### src/rtl/zcnt_pkg.sv
package zcnt_pkg;

    // operating mode decoded from the two select inputs
    typedef struct packed {
        logic word;   // 1: low-word field only
        logic trail;  // 1: count from the bottom end
    } zc_mode_t;

endpackage

### src/rtl/zcnt_bitrev.sv
module zcnt_bitrev #(
    parameter int W = 32
) (
    input  logic [W-1:0] in_i,
    output logic [W-1:0] out_o
);

    for (genvar gi = 0; gi < W; gi++) begin : g_rev
        assign out_o[gi] = in_i[W-1-gi];
    end

endmodule

### src/rtl/zcnt_prep.sv
// Arranges the operand so that the count is always "zeros above the
// highest set bit" of a DATA_W-wide vector.
module zcnt_prep
    import zcnt_pkg::*;
#(
    parameter int DATA_W = 64,
    parameter int WORD_W = 32
) (
    input  logic [DATA_W-1:0] operand_i,
    input  zc_mode_t          mode_i,
    output logic [DATA_W-1:0] vec_o
);

    localparam int GUARD_POS = DATA_W - WORD_W - 1;

    logic [DATA_W-1:0] rev_full;
    logic [WORD_W-1:0] rev_word;

    zcnt_bitrev #(.W(DATA_W)) u_rev_full (
        .in_i  (operand_i),
        .out_o (rev_full)
    );

    zcnt_bitrev #(.W(WORD_W)) u_rev_word (
        .in_i  (operand_i[WORD_W-1:0]),
        .out_o (rev_word)
    );

    logic [DATA_W-1:0] vec_d;
    logic [WORD_W-1:0] wsrc_d;

    always_comb begin
        wsrc_d = mode_i.trail ? rev_word : operand_i[WORD_W-1:0];
        if (mode_i.word) begin
            vec_d                        = '0;
            vec_d[DATA_W-1 -: WORD_W]    = wsrc_d;
            vec_d[GUARD_POS]             = 1'b1;  // caps the count at WORD_W
        end else begin
            vec_d = mode_i.trail ? rev_full : operand_i;
        end
    end

    assign vec_o = vec_d;

endmodule

### src/rtl/zcnt_lead_enc.sv
// Priority encoder: number of zero bits above the highest set bit.
module zcnt_lead_enc #(
    parameter int W     = 64,
    parameter int CNT_W = $clog2(W + 1)
) (
    input  logic [W-1:0]     vec_i,
    output logic [CNT_W-1:0] cnt_o
);

    logic [CNT_W-1:0] cnt_d;

    always_comb begin
        cnt_d = CNT_W'(W);
        for (int i = 0; i < W; i++) begin
            if (vec_i[i]) cnt_d = CNT_W'(W - 1 - i);
        end

        // the count stays inside 0..W
        a_r8_enc_range: assert (int'(cnt_d) <= W)
            else $error("encoder count %0d above %0d", cnt_d, W);
        // full-width count exactly when nothing is set
        a_r1_enc_empty: assert ((int'(cnt_d) == W) == (vec_i == '0))
            else $error("encoder empty mismatch cnt=%0d", cnt_d);
        // the bit just below the zero run is set, all above it clear
        if (int'(cnt_d) < W) begin
            a_r3_enc_marker: assert (vec_i[W - 1 - int'(cnt_d)] &&
                                     ((vec_i >> (W - int'(cnt_d))) == '0))
                else $error("encoder marker wrong cnt=%0d", cnt_d);
        end
    end

    assign cnt_o = cnt_d;

endmodule

### src/rtl/zcnt_top.sv
module zcnt_top
    import zcnt_pkg::*;
#(
    parameter int DATA_W = 64,
    parameter int WORD_W = 32
) (
    input  logic [DATA_W-1:0] operand_i,
    input  logic              word_mode_i,
    input  logic              trailing_i,
    output logic [DATA_W-1:0] count_o
);

    localparam int CNT_W = $clog2(DATA_W + 1);

    zc_mode_t          mode_d;
    logic [DATA_W-1:0] vec;
    logic [CNT_W-1:0]  cnt;
    logic [DATA_W-1:0] count_d;

    assign mode_d.word  = word_mode_i;
    assign mode_d.trail = trailing_i;

    zcnt_prep #(.DATA_W(DATA_W), .WORD_W(WORD_W)) u_prep (
        .operand_i (operand_i),
        .mode_i    (mode_d),
        .vec_o     (vec)
    );

    zcnt_lead_enc #(.W(DATA_W), .CNT_W(CNT_W)) u_enc (
        .vec_i (vec),
        .cnt_o (cnt)
    );

    always_comb begin
        count_d = {{(DATA_W - CNT_W){1'b0}}, cnt};

        // word-mode results never pass the word width
        if (word_mode_i) begin
            a_r2_word_cap: assert (count_d <= DATA_W'(WORD_W))
                else $error("word count %0d above %0d", count_d, WORD_W);
        end
        // doubleword result never passes the full width
        a_r1_dword_cap: assert (count_d <= DATA_W'(DATA_W))
            else $error("count %0d above %0d", count_d, DATA_W);
        // low word empty in word mode means a count of exactly WORD_W
        if (word_mode_i && operand_i[WORD_W-1:0] == '0) begin
            a_r6_word_empty: assert (count_d == DATA_W'(WORD_W))
                else $error("empty word gave %0d", count_d);
        end
    end

    assign count_o = count_d;

endmodule

### config.mk
export PLATFORM = sky130hd
export DESIGN_NAME = zcnt_top
export DESIGN_NICKNAME = d
export VERILOG_FILES = /design/src/rtl/zcnt_pkg.sv /design/src/rtl/zcnt_bitrev.sv /design/src/rtl/zcnt_prep.sv /design/src/rtl/zcnt_lead_enc.sv /design/src/rtl/zcnt_top.sv
export SDC_FILE = /design/constraint.sdc
export NUM_CORES = 1
export LEC_CHECK = 0
export BUFFER_PORTS_ARGS = -buffer_cell sky130_fd_sc_hd__buf_2
export CAP_MARGIN = 20
export CORE_MARGIN = 4
export CORE_UTILIZATION = 47
export DETAILED_ROUTE_END_ITERATION = 16
export PLACE_DENSITY = 0.85
export SLEW_MARGIN = 25
export SYNTH_ARGS = -nofsm -noshare
export SYNTH_HDL_FRONTEND = slang
export SYNTH_SLANG_ARGS = --single-unit
export TNS_END_PERCENT = 20
### constraint.sdc
create_clock -name vclk -period 3.2
set_input_delay 0.48 -clock vclk [all_inputs]
set_output_delay 0.48 -clock vclk [all_outputs]
set_load 0.01 [all_outputs]
==> reports/metrics.cfg <==
[place]
gp_congestion = 0.977
io_buffers = 73
place_ws_ns = 0.00723
dp_hpwl_mm = 6.92

[cells_and_area]
design.seq.count = 0
area_growth_pct = 12.0
fillers = 550
multi_input_area_sq_um = 2170
drive_gt1_frac = 0.260
num_antenna_cells = 0
seqCellArea_sq_um = 0
nNetsFinal = 534
clockBufferCount = 0

[floorplan]
die_h_um = 81.8
rows = 26
fp.dieW_um = 81.8
die_area_sq_um = 6690
start_util = 0.492
ios = 130
core_sq_um = 5200

[drt]
first_pass_iters = 5
drt-wirelength-per-cell_um = 15.5
vias_per_cell = 5.90
drtIter0Drc = 353
drcViolationCount = 0
ant_nets = 0
route.vias.total = 3160
wl_mm = 8.32

[critical_path]
required_ns = 2.72
crit_path_max_incr_delay_ns = 0.35
worst_ep_arrival_time_ns = 2.55
worst_setup_path_end_kind = output pin
cp_slowest_cell = mux2_2
cp-start-kind = input port
crit_path_max_fanout = 24
crit_chain = buf_6 -> buf_12 -> mux2_2 -> mux2i_1 -> o21ai_0 -> a211oi_2 -> o311ai_1 -> a221o_1 -> buf_2
critPathTopFamily = compound AO/OA/AOI/OAI gates
path_class = in2out
critPathBufInv = 3

[yosys]
ys_seq_area_frac = 0
netlist_top_cells_area = buf_4 (18%), mux2i_1 (12%), nor2_1 (8.5%), a21oi_1 (4.9%), mux2_2 (4.8%)
synth_warnings = 0
syn_inst = 392
yosys.cell_types.count = 59
synth_area_leader_cell = buf_4
syn-cell-area_sq_um = 2560
synth_top_area_frac = 0.182
synth.avg_cell_area_sq_um = 6.53

[sta]
whs_ns = 1.55
worst_pin_slew_ns = 0.495
fmax_ghz = 0.330
finalCritPeriodShare = 0.948
fin_ws_ns = 0.167
hold_violations = 0
min_period_ns = 3.03
drv_slew = 0
max_slew_margin = 0.668
setup_viol = 0
finalSetupTns_ns = 0
rsz0062_at_grt = false

[grt]
grt_max_degree = 41
grt_pass1_vias = 2651
grt_pass1_wl_mm = 12.5
grt_overflow = 0
grt_usage = 0.227
antenna_found_initial = 0

[pwr]
p_leak_uw = 0.00134
power.density_nw_per_um2 = 149
p_total_uw = 426
vdd_drop_max_uv = 64.5

[outcome]
status = completed

[job]
cap_violations = 0

[clock_tree]
cts_setup_buffers = 0
hold_buffers = 0

[min_path]
hp-class = in2out

-- synthesized netlist by cell type (11+ instances only) --
library cell	n
a211oi_1	11
a21oi_1	25
buf_4	62
inv_1	11
mux2_2	11
mux2i_1	30
nand2_1	25
nor2_1	58
nor3_1	24
o21ai_0	20
-- area by class of cell --
cell class	instances	share of cell area
inverters	11	0.0144
multi-input cells	360	0.757
well taps	70	0.0306
repair buffers	95	0.198
-- power breakdown --
part	total, uW	internal, uW	switching [uW]	leakage, uW
Combinational	426	167	260	0.00134
Sequential	0	0	0	0
Clock	0	0	0	0
-- tightest hold or removal path, delay by kind of cell --
kind,cells,cell delay (ns)
AOI/OAI and AO/OA,3,0.35
buffers and inverters,2,0.25
-- kinds of logic after synthesis --
logic type,synth area share
simple gates,0.296
mux,0.190
buf+inv,0.238
compound gates,0.274
other cells,0.00147
-- cell usage in the layout (no fill, tap or decap), types with 2 or more instances in the layout --
master | Yosys | layout
buf_2 | 10 | 71
nor2_1 | 58 | 58
conb_1 | 1 | 57
mux2i_1 | 30 | 30
nand2_1 | 25 | 25
a21oi_1 | 25 | 25
nor3_1 | 24 | 23
o21ai_0 | 20 | 20
buf_4 | 62 | 20
mux2_2 | 11 | 11
inv_1 | 11 | 11
nand2b_1 | 10 | 10
a211oi_1 | 11 | 10
nor2b_1 | 10 | 10
nand4_1 | 7 | 7
nor4_1 | 6 | 6
o22ai_1 | 5 | 5
a31oi_1 | 4 | 4
o21a_1 | 3 | 3
o211ai_1 | 3 | 3
nand3_1 | 3 | 3
or2_2 | 3 | 3
o22a_1 | 3 | 3
nor3b_1 | 3 | 3
o311ai_0 | 3 | 3
and2_1 | 2 | 2
a211oi_2 | 1 | 2
a211o_1 | 2 | 2
a221oi_1 | 2 | 2
o2111ai_1 | 2 | 2
o32ai_1 | 2 | 2
buf_6 | 3 | 2
buf_12 | 0 | 2
-- metrics by stage --
stage	utilization	std cells	cell area, sq um
detailed placement	0.547	536	2850
floorplan	-	448	2770
finish	0.551	536	2870
CTS	0.547	536	2850
global placement	0.547	536	2850
global route	0.551	536	2870
-- repair_timing --
item / CTS / global route
hold endpoints to repair: 0 / 0
resized for setup: 1 / 4
pin swaps: 0 / 0
setup endpoints to repair: 1 / 7
-- final timing paths --
| check | from | slack (ns) | cells past startpoint | endpoint |
|---|---|---|---|---|
| setup / recovery | word_mode_i | 0.17 | 9 | count_o[0] |
| hold / removal | operand_i[1] | 1.55 | 5 | count_o[0] |
-- routing by layer --
metal  global-route usage  wire length [um]  up-vias
met5                    0                 0        -
met4               0.0631               228        0
met3               0.0285              1050       22
met2                0.380              3730      219
met1                0.305              3310     1443
li1                     -                 -     1476
(Power assumes the default switching activity.)
